<file path="src/rtl/uart_irq_status.sv">
module uart_irq_status #(
  parameter int LEVEL_W = 8,
  parameter int DATA_W  = 16,
  parameter int TH_1    = 4,
  parameter int TH_2    = 8,
  parameter int TH_3    = 16
) (
  input  logic               clk,
  input  logic               rst_n,
  input  logic               wr_en,
  input  logic               wr_sel,
  input  logic [DATA_W-1:0]  wr_data,
  input  logic [LEVEL_W-1:0] tx_level_i,
  input  logic               rx_trig_i,
  input  logic               rx_idle_i,
  input  logic               frame_err_i,
  input  logic               break_det_i,
  input  logic               overrun_i,
  input  logic               tx_serial_i,
  output logic [6:0]         status_o,
  output logic [DATA_W-1:0]  ctrl_o,
  output logic               irq_o,
  output logic               tx_pin_o
);

  localparam int B_TXREQ = 0;
  localparam int B_FE    = 3;
  localparam int B_BRK   = 4;
  localparam int B_OVR   = 5;
  localparam int B_TXSET = 6;
  localparam int C_TXEN  = 5;
  localparam int C_RXEN  = 6;
  localparam int C_ERREN = 7;
  localparam int C_BRK   = 8;

  logic [1:0] thr_code;
  logic       en_tx, en_rx, en_err, force_brk;
  logic       tx_req, fe_q, brk_q, ovr_q;
  logic       below, below_q;
  logic [LEVEL_W-1:0] thr;

  wire st_wr   = wr_en && !wr_sel;
  wire ctl_wr  = wr_en &&  wr_sel;

  always_comb begin
    case (thr_code)
      2'd0:    thr = '0;
      2'd1:    thr = LEVEL_W'(TH_1);
      2'd2:    thr = LEVEL_W'(TH_2);
      default: thr = LEVEL_W'(TH_3);
    endcase
  end

  assign below = (tx_level_i <= thr);

  always_ff @(posedge clk or negedge rst_n) begin
    if (!rst_n) begin
      thr_code  <= '0;
      en_tx     <= 1'b0;
      en_rx     <= 1'b0;
      en_err    <= 1'b0;
      force_brk <= 1'b0;
    end else if (ctl_wr) begin
      thr_code  <= wr_data[1:0];
      en_tx     <= wr_data[C_TXEN];
      en_rx     <= wr_data[C_RXEN];
      en_err    <= wr_data[C_ERREN];
      force_brk <= wr_data[C_BRK];
    end
  end

  always_ff @(posedge clk or negedge rst_n) begin
    if (!rst_n) begin
      below_q <= 1'b1;
      tx_req  <= 1'b0;
      fe_q    <= 1'b0;
      brk_q   <= 1'b0;
      ovr_q   <= 1'b0;
    end else begin
      below_q <= below;
      if ((below && !below_q) || (st_wr && wr_data[B_TXSET]))
        tx_req <= 1'b1;
      else if (st_wr && wr_data[B_TXREQ])
        tx_req <= 1'b0;
      if (frame_err_i)                     fe_q  <= 1'b1;
      else if (st_wr && wr_data[B_FE])     fe_q  <= 1'b0;
      if (break_det_i)                     brk_q <= 1'b1;
      else if (st_wr && wr_data[B_BRK])    brk_q <= 1'b0;
      if (overrun_i)                       ovr_q <= 1'b1;
      else if (st_wr && wr_data[B_OVR])    ovr_q <= 1'b0;
    end
  end

  always_ff @(posedge clk or negedge rst_n) begin
    if (!rst_n) irq_o <= 1'b0;
    else        irq_o <= (tx_req && en_tx)
                       || ((rx_trig_i || rx_idle_i) && en_rx)
                       || ((fe_q || brk_q || ovr_q) && en_err);
  end

  assign status_o = {1'b0, ovr_q, brk_q, fe_q, rx_idle_i, rx_trig_i, tx_req};

  always_comb begin
    ctrl_o          = '0;
    ctrl_o[1:0]     = thr_code;
    ctrl_o[C_TXEN]  = en_tx;
    ctrl_o[C_RXEN]  = en_rx;
    ctrl_o[C_ERREN] = en_err;
    ctrl_o[C_BRK]   = force_brk;
  end

  assign tx_pin_o = tx_serial_i && !force_brk;

  p_txset_r7: assert property (@(posedge clk) disable iff (!rst_n)
    (st_wr && wr_data[B_TXSET]) |=> status_o[0]);

  p_w1c_fe_r4: assert property (@(posedge clk) disable iff (!rst_n)
    (st_wr && wr_data[B_FE] && !frame_err_i) |=> !status_o[3]);

  p_hold_brk_r5: assert property (@(posedge clk) disable iff (!rst_n)
    (status_o[4] && !(st_wr && wr_data[B_BRK])) |=> status_o[4]);

  p_mask_r8: assert property (@(posedge clk) disable iff (!rst_n)
    (ctrl_o[7:5] == 3'b000) |=> !irq_o);

  p_break_r9: assert property (@(posedge clk) disable iff (!rst_n)
    ctrl_o[8] |-> !tx_pin_o);

  p_noset_r2: assert property (@(posedge clk) disable iff (!rst_n)
    (!status_o[0] && below_q && below && !(st_wr && wr_data[B_TXSET])) |=> !status_o[0]);

endmodule

</file>
<file path="config.mk">
export PLATFORM = sky130hd
export DESIGN_NAME = uart_irq_status
export DESIGN_NICKNAME = d
export VERILOG_FILES = /design/src/rtl/uart_irq_status.sv
export SDC_FILE = /design/constraint.sdc
export NUM_CORES = 1
export LEC_CHECK = 0
export BUFFER_PORTS_ARGS = -buffer_cell sky130_fd_sc_hd__clkbuf_2
export CAP_MARGIN = 20
export CELL_PAD_IN_SITES_DETAIL_PLACEMENT = 1
export CELL_PAD_IN_SITES_GLOBAL_PLACEMENT = 1
export CORE_UTILIZATION = 29
export CTS_BUF_LIST = sky130_fd_sc_hd__clkbuf_4
export DETAILED_ROUTE_END_ITERATION = 10
export HOLD_SLACK_MARGIN = 0.02
export PLACE_DENSITY_LB_ADDON = 0.1
export SYNTH_ARGS = -nofsm -noshare
export SYNTH_HDL_FRONTEND = slang
export SYNTH_SLANG_ARGS = --single-unit
export TNS_END_PERCENT = 100
</file>
<file path="constraint.sdc">
create_clock -name clk -period 2.6 [get_ports clk]
set_input_delay 0.13 -clock clk [delete_from_list [all_inputs] [get_ports clk]]
set_output_delay 0.13 -clock clk [all_outputs]
set_load 0.1 [all_outputs]
</file>
==> key figures, run 1 <==
Run status
  – Run status: complete, no violations

Floorplan
  – Site Rows: 17
  – Core Area: approximately 2300 µm²
  – Initial core utilization: 31.4%
  – IO Pins: 59
  – DIE WIDTH: 51.7 µm
  – Die height: 51.7 µm
  – Die area: between 2000 and 3000 µm²

Worst hold path
  – Worst Hold Class: in -> reg
  – WHS Path Cells: 2

Global routing
  – Initial antenna violation count: 0
  – Met3 Use GR: under 10%
  – GR Util met1: 15.2%
  – GRT Total Usage: around an eighth
  – First-pass GRT wire length: approximately 2.3 mm
  – Vias in the first global route: 530
  – GRT Residual Overflow: 0
  – GR Util met2: 18.0%
  – Pin count of the biggest net entering global routing: 13
  – GRT busiest layer: met2

Setup path
  – Top Family by Delay on Critical Path: buffers and inverters
  – Critical path depth: 7
  – Worst R2R Path Depth: 7
  – Critical path startpoint category: register
  – WS Path Type: reg -> reg
  – Max FO, Critical Path: 5
  – CP peak stage delay: roughly 0.58 ns
  – CP cell instances: nand2b_1 > ha_1 > nand2_1 > nor3_1 > a21oi_1 > nor4_1 > dlygate4sd3_1
  – Crit-path slowest cell: dlygate4sd3_1
  – Crit path buf inv count: 1
  – Critical path required time: 2.81 ns
  – CP endpoint kind: register
  – Crit path DAT: 2.15 ns

Layout
  – Post-Layout Cell Count: 133
  – Diode count: 0
  – Share of layout cells above drive strength 1: 46.7%
  – Fill cell count: 291
  – Layout area overhead: 23.3%
  – Final #Nets: around 140
  – Most frequent cells in the layout: clkbuf_2, conb_1, dfrtp_1
  – Most common cell after layout, fill and taps aside: clkbuf_2

Logic synthesis
  – Number of synthesized flops with an enable pin: 0
  – Top cell type's share of synthesized area: 38.5%
  – Syn. warnings: 0
  – Post-Synthesis Cells: 70
  – Area contributors post-synth: dfrtp_1, buf_4, mux2_2
  – Post-synth top flop: dfrtp_1
  – Distinct cells, synth: 21
  – Part of the Yosys area used for sequential elements: 42.1%
  – Post-synth top area cell: dfrtp_1
  – Syn_area_per_cell: approximately 10 µm²
  – Synthesized cell area: 716 µm²
  – Synth Register Bits: 12
  – Asr flop ratio synth: 100%

Drt
  – Initial DRT Pass Iterations: 1
  – Vias: approximately 550
  – Overall routed net length: 1.41 mm
  – Vias per cell: 4.17
  – 1st-iter DRT viols: 0
  – Drt drc: 0
  – WL/cell: 10.6 µm
  – Routed Antenna Nets: 0

Timing
  – F_max: ~0.52 GHz
  – Worst Tran Pin Value: between 0.5 and 0.6 ns
  – Worst Skew: 0.00491 ns
  – RSZ-0062 raised after global routing: no
  – Endpoints failing setup: 0
  – Fin Setup TNS: 0 ns
  – Hold Violations, Final: 0
  – Tmin final: 1.94 ns
  – Slew Viols, Final: 0
  – Final period util: 74.4%
  – Slew headroom: 63.4%

Placed design
  – RD Place Congestion: 0.671
  – Number of port buffers: 39
  – Cell total after placement: 126
  – HPWL Detailed: 1.17 mm

Clock network
  – Reg clk slew, reported paths: ~0.080 ns
  – PostCTS Resize Cnt: 0
  – Postcts setup bufs: 0
  – CTS tree: yes
  – Sink Count: 12
  – Worst skew pair latency: between 0.2 and 0.3 ns
  – Clock Path Buffers: 2
  – H-Tree Depth: 1
  – TritonCTS Buffers: 3
  – Root buffer cell: clkbuf_4

Power
  – Pwr per Cell Area: 809 nW/µm²
  – Peak VDD IR: between 0.3 and 0.4 mV
  – Pleak: 0.458 nW

Job
  – Max Cap Viol: 0
==> layout make-up <==
cell class              count  area [µm²]  share of cell area (%)
flip-flops and latches     12         302                    34.2
well taps                  28        35.0                    3.97
repair buffers             42         225                    25.5
inverters                   1        3.75                   0.426
clock inverters             1        3.75                   0.426
multi-input cells          46         290                    32.9
clock buffers               3        22.5                    2.55
==> worst paths after layout <==
path / startpoint / end / slack, ns
setup / recovery: thr_code[0] / below_q / 0.66
hold / removal: overrun_i / ovr_q / 0.03
setup reg to reg: thr_code[0] / below_q / 0.66
hold reg to reg: en_tx / irq_o / 0.51
max in group asynchronous: rst_n / below_q / 2.03
min in group asynchronous: rst_n / irq_o / 0.28
==> Yosys cell counts (2+ instances only) <==
master	n
nand2_1	8
mux2_2	6
a21o_1	3
a21oi_1	2
nor2b_1	3
buf_4	21
dfrtp_1	11
ha_1	3
==> stage by stage <==
stage | total power [W] | worst slack [ns] | area [µm²] | hold WS [ns] | utilization [%]
2_1_floorplan | 0.000572 | 0.666 | 753 | -0.166 | -
3_3_place_gp | 0.000595 | 1.15 | 826 | 0.0380 | 36.3
3_5_place_dp | 0.000597 | 1.15 | 826 | 0.0368 | 36.3
4_1_cts | 0.000723 | 0.648 | 882 | 0.0275 | 38.8
5_1_grt | 0.000754 | 0.493 | 882 | 0.0295 | 38.8
6_report | 0.000714 | 0.664 | 882 | 0.0328 | 38.8
==> report_power, final <==
group	total [W]	internal [W]	leakage (nW)	switching, W
registers	0.000227	0.000210	0.130	0.0000176
clock network	0.000120	0.0000555	0.0154	0.0000642
logic	0.000367	0.0000628	0.313	0.000304
==> cell families after synthesis <==
group / after synthesis / synth area share (%)
muxes: 6 / 9.44
other: 1 / 0.524
AOI/OAI and AO/OA: 10 / 9.09
and+or+nand+nor: 16 / 11.0
buffers and inverters: 22 / 22.6
adders and majority gates: 3 / 5.25
DFF: 12 / 42.1
==> layer usage <==
layer | wire length (µm) | part of all wire [%]
met5 | 0 | 0
met4 | 8 | 0.57
met3 | 97 | 6.9
met2 | 648 | 46
met1 | 653 | 46
==> state kept, by name, indices dropped and copies added (netlist names) <==
| signal | cells |
|---|---|
| ovr_q | 1 |
| force_brk | 1 |
| thr_code | 2 |
| brk_q | 1 |
| irq_o | 1 |
| en_tx | 1 |
| en_err | 1 |
| fe_q | 1 |
| tx_req | 1 |
| below_q | 1 |
| en_rx | 1 |
==> what timing repair did <==
action	CTS	global route
setup endpoints to repair	0	0
hold endpoints to repair	13	0
hold buffers	3	0
(Power assumes the default switching activity.)
==> inputs of run 2 (changes only) <==
Settings changed: ABC_AREA from default to 1, CORE_UTILIZATION 29 to 27.
Clock period 2.6 ns to 1.87 ns, I/O delays scaled along.
==> run 2 against run 1 <==
Compared with the run above:
- global-route usage is 1.0 points lower
- clock skew is 0.00062 ns higher
- critical endpoint is now tx_pin_o
- first-iteration DRC count is 8 higher
==> key figures, run 2 <==
Timing
  – Worst Tran Pin Value: 0.550 ns
  – Slew Viols, Final: 0
  – Slew headroom: 63.5%
  – Hold Violations, Final: 0
  – Fin Setup TNS: 0 ns
  – Endpoints failing setup: 0
  – Worst Skew: ~0.0055 ns
  – RSZ-0062 raised after global routing: no
  – F_max: 0.759 GHz
  – Tmin final: 1.32 ns
  – Final period util: 70.5%

Logic synthesis
  – Syn_area_per_cell: 8.22 µm²
  – Syn. warnings: 0
  – Part of the Yosys area used for sequential elements: a little under two fifths
  – Synth Register Bits: 12
  – Distinct cells, synth: 17
  – Post-synth top flop: dfrtp_1
  – Asr flop ratio synth: 100%
  – Number of synthesized flops with an enable pin: 0
  – Top cell type's share of synthesized area: roughly a third
  – Commonest cells in the netlist: buf_4, inv_1, nand2_1
  – Post-synth top area cell: dfrtp_1
  – Synthesized cell area: 797 µm²
  – Count leader, synth: buf_4
  – Post-Synthesis Cells: 97
  – Area contributors post-synth: dfrtp_1, buf_4, inv_1

Layout
  – Largest Register: thr_code
  – Post-Layout Cell Count: 164
  – Diode count: 0
  – Max reg flops: 2
  – Share of layout cells above drive strength 1: between 30% and 40%
  – Most frequent cells in the layout: clkbuf_2, inv_1, nand2_1
  – Final #Nets: 171
  – Fill cell count: 360
  – Layout area overhead: 22.8%
  – Most common cell after layout, fill and taps aside: clkbuf_2

Global routing
  – GRT Total Usage: 11.0%
  – First-pass GRT wire length: 2.71 mm
  – Pin count of the biggest net entering global routing: 13
  – GRT Residual Overflow: 0
  – Initial antenna violation count: 0
  – Vias in the first global route: 662

Drt
  – WL/cell: 9.32 µm
  – 1st-iter DRT viols: 8
  – Drt drc: 0
  – Overall routed net length: 1.53 mm
  – Initial DRT Pass Iterations: 3
  – Routed Antenna Nets: 0
  – Vias per cell: between 3 and 4
  – Vias: between 600 and 700

Setup path
  – Critical path required time: 1.78 ns
  – Max FO, Critical Path: 3
  – Critical path startpoint category: register
  – Crit path DAT: between 1 and 1.5 ns
  – CP cell instances: nor2_1 > clkbuf_2
  – Crit-path slowest cell: clkbuf_2
  – CP peak stage delay: between 0.4 and 0.5 ns
  – WS Path Type: reg -> out
  – CP endpoint kind: output port

Floorplan
  – Site Rows: 19
  – IO Pins: 59
  – Die height: 56.3 µm
  – Initial core utilization: 28.7%
  – DIE WIDTH: 56.3 µm
  – Die area: 3170 µm²
  – Core Area: 2780 µm²

Clock network
  – CTS tree: yes
  – Sink Count: 12
  – Reg clk slew, reported paths: 0.08 ns
  – TritonCTS Buffers: 3
  – Postcts setup bufs: 0
  – Worst skew pair latency: around 0.27 ns
  – Root buffer cell: clkbuf_4
  – PostCTS Resize Cnt: 0
  – Cts hold-fix bufs: 4
  – H-Tree Depth: 1
  – Clock Path Buffers: 2

Placed design
  – HPWL Detailed: 1.27 mm
  – Number of port buffers: 39
  – Cell total after placement: 156
  – RD Place Congestion: 0.659

Job
  – Max Cap Viol: 0

Power
  – Pleak: roughly 0.58 nW
  – Pwr per Cell Area: 999 nW/µm²
  – Peak VDD IR: 0.478 mV

Run status
  – Run status: complete, no violations

Worst hold path
  – Worst Hold Class: in -> reg
## run 2: per-stage QoR
step	setup slack [ns]	area, µm²	hold slack [ns]	power [W]	utilization, %
after floorplan	0.00381	836	-0.202	0.000783	-
after global placement	0.567	912	-0.00275	0.000815	32.8
after detailed placement	0.562	912	-0.00265	0.000821	32.8
after CTS	0.535	978	0.0439	0.000995	35.2
after global routing	0.428	978	0.0380	0.00104	35.2
final	0.552	978	0.0526	0.000978	35.2
## run 2: cells by family (layout without fill, tap and decap cells)
family,Yosys count,count (layout),share of synthesized area (%)
flops,12,12,37.8
simple gates,29,29,15.9
fa+ha+maj,3,3,4.71
compound gates,10,10,7.22
other cells,1,11,0.471
mux,3,3,5.65
buf+inv,39,65,28.3
## run 2: worst paths after layout
path / slack (ns) / start / end / cells past startpoint
worst min register to register: 0.51 / fe_q / fe_q / 1
worst min-delay path: 0.05 / wr_data[7] / en_err / 2
worst max register to register: 0.57 / thr_code[0] / tx_req / 10
max in group asynchronous: 1.34 / rst_n / below_q / 2
min in group asynchronous: 0.24 / rst_n / en_tx / 2
worst max-delay path: 0.55 / force_brk / tx_pin_o / 2
## run 2: worst max-delay path, delay by kind of cell (launching register included)
family        cells  cell delay (ns)
buf+inv           1             0.46
flops             1             0.40
simple gates      1             0.10
## run 2: final cells by class
cell class	count	area, µm²	share of cell area [%]
clock inverters	1	3.75	0.384
inverters	18	67.6	6.91
clock buffers	3	22.5	2.30
well taps	31	38.8	3.96
flip-flops and latches	12	303	30.9
repair buffers	43	235	24.0
multi-input cells	56	308	31.5
## run 2: layer usage
metal  part of all wire (%)  wire length (µm)  global-route usage, %
met1                     44               668                   13.6
met2                     49               743                   17.9
met3                    7.7               117                   2.76
met4                      0                 0                   5.23
met5                      0                 0                      0
## run 2: power by group
part           internal, W  switching [W]  total [W]
Combinational    0.0000868       0.000416   0.000503
Sequential        0.000291      0.0000244   0.000315
Clock            0.0000770      0.0000830   0.000160
Total             0.000454       0.000524   0.000978
==> inputs of run 3 (changes only) <==
Settings changed: CORE_UTILIZATION 27 to 25.
Clock period 1.87 ns to 1.1 ns, I/O delays scaled along.
==> run 3 against run 2 <==
Compared with the run above:
- count of clock-buffer cells in the layout unchanged
- non-clock buffer count grew 7
- design area rose by 30%
- first-iteration DRC count grew to 2.5 times the previous value
- clock power grew 80%
- sequential power up 81%
- the flow now finishes with violations (negative setup slack)
- sequential cell count stayed put
- cell count increased by 12%
==> key figures, run 3 (synthesis gave the netlist of run 2 again) <==
Setup path
  – Max FO, Critical Path: 4
  – Worst R2R Path Depth: 10
  – R2r startpoint: thr_code[0]
  – Critical R2R Capture: tx_req
  – Critical path required time: ~1.3 ns
  – CP endpoint kind: register
  – R2R Setup Slk: -0.28 ns
  – Crit path DAT: 1.55 ns
  – Critical path startpoint category: register
  – WS Path Type: reg -> reg

Drt
  – Routed Antenna Nets: 0
  – Overall routed net length: 1.87 mm
  – Vias: 692
  – Drt drc: 0
  – Vias per cell: 3.76
  – Initial DRT Pass Iterations: 4
  – WL/cell: 10.1 µm
  – 1st-iter DRT viols: 20

Clock network
  – H-Tree Depth: 1
  – Reg clk slew, reported paths: 0.08 ns
  – Sink Count: 12
  – Root buffer cell: clkbuf_4
  – Worst skew pair latency: 0.27 ns
  – CTS tree: yes
  – TritonCTS Buffers: 3
  – Clock Path Buffers: 2

Global routing
  – GRT Residual Overflow: 0
  – First-pass GRT wire length: 3.01 mm
  – Initial antenna violation count: 0
  – Pin count of the biggest net entering global routing: 13
  – Vias in the first global route: 678
  – GRT Total Usage: 11.9%

Power
  – Pwr per Cell Area: 1530 nW/µm²
  – Pleak: 0.671 nW
  – Overall Power: roughly 0.002 W
  – Peak VDD IR: 0.508 mV

Floorplan
  – DIE WIDTH: 58.5 µm
  – Die area: 3420 µm²
  – Core Area: 3030 µm²
  – Site Rows: 20
  – Initial core utilization: 26.3%
  – IO Pins: 59
  – Die height: 58.5 µm

Layout
  – Fill cell count: 371
  – Final instance area: around 1300 µm²
  – Share of layout cells above drive strength 1: 42.9%
  – Max reg flops: 2
  – Most frequent cells in the layout: clkbuf_2, inv_1, nand2_1
  – Diode count: 0
  – Final #Nets: 178
  – Largest Register: thr_code
  – Most common cell after layout, fill and taps aside: clkbuf_2
  – Layout area overhead: 60.0%

Placed design
  – Setup Slack @ Placement: -0.298 ns
  – Post-place instance area: 1140 µm²
  – Number of port buffers: 39
  – HPWL Detailed: 1.50 mm
  – RD Place Congestion: 0.711

Job
  – Max Cap Viol: 0

Timing
  – Hold slack: 0.0379 ns
  – Worst Skew: roughly 0.0064 ns
  – Fin Setup TNS: -0.636 ns
  – Endpoints failing setup: 4
  – Tmin final: approximately 1.4 ns
  – RSZ-0062 raised after global routing: yes
  – Slew Viols, Final: 0
  – Slew headroom: between 60% and 70%
  – Hold Violations, Final: 0
  – Final period util: 125%
  – Final WS setup: -0.280 ns
  – Worst Tran Pin Value: 0.540 ns
  – F_max: slightly above 0.7 GHz

Worst hold path
  – Worst hold path endpoint: below_q
  – Worst Hold Class: in -> reg
  – WHS Path Cells: 4
  – Hold wc startpoint: tx_level_i[1]

Run status
  – Run status: finished, violations left
  – Failing checks: negative setup slack
[run 3: changes by cell type in the layout (fill, tap and decap cells not counted), sizes merged]
| cell | delta |
|---|---|
| buf | +15 |
| clkbuf | -12 |
| dlygate4sd3 | +4 |
[run 3: timing repair]
item,CTS,global route
gates resized for setup,3,3
setup buffers,1,0
hold endpoints to repair,18,1
hold buffers,7,1
endpoints found under the setup margin,5,5
pin swaps,4,0
cloned,0,0
[run 3: worst max path at each step]
stage                           start  endpoint  cells past startpoint
after floorplan           thr_code[1]    tx_req                      9
after global placement    thr_code[0]    tx_req                      9
after detailed placement  thr_code[0]    tx_req                     10
after CTS                 thr_code[0]    tx_req                     10
after global routing      thr_code[0]    tx_req                      9
final                     thr_code[0]    tx_req                     10
[run 3: critical path, cell delays in order (launching register included)]
cell     delay, ns
dfrtp_4       0.51
inv_4         0.07
nand2_2       0.06
ha_4          0.26
nand2_1       0.05
nand2_1       0.05
nand2_1       0.05
nand2_1       0.07
nand2_2       0.06
nand2_1       0.05
nand2_1       0.05
[run 3: per-stage QoR]
step	cells	util [%]
2_1_floorplan	107	-
3_3_place_gp	171	37.6
3_5_place_dp	171	37.6
4_1_cts	183	41.5
5_1_grt	184	42.1
6_report	184	42.1
[run 3: per-layer routing]
layer	GRT usage [%]	wire, µm
met1	14.9	872
met3	2.20	88
met2	19.0	890
met5	0	0
met4	7.14	14
[run 3: cell type report]
| class | count | area (µm²) | share of cell area (%) |
|---|---|---|---|
| inverters | 18 | 70.1 | 5.50 |
| repair buffers | 50 | 478 | 37.5 |
| flip-flops and latches | 12 | 310 | 24.3 |
| well taps | 44 | 55.1 | 4.32 |
| clock inverters | 1 | 3.75 | 0.294 |
| multi-input cells | 56 | 335 | 26.3 |
| clock buffers | 3 | 22.5 | 1.77 |
[run 3: report_power, final]
part | leakage, nW | switching, W | total [W] | internal, W
Sequential | 0.129 | 0.0000704 | 0.000571 | 0.000501
Clock | 0.0154 | 0.000157 | 0.000288 | 0.000131
Combinational | 0.526 | 0.000738 | 0.00109 | 0.000356
Total | 0.671 | 0.000966 | 0.00195 | 0.000988
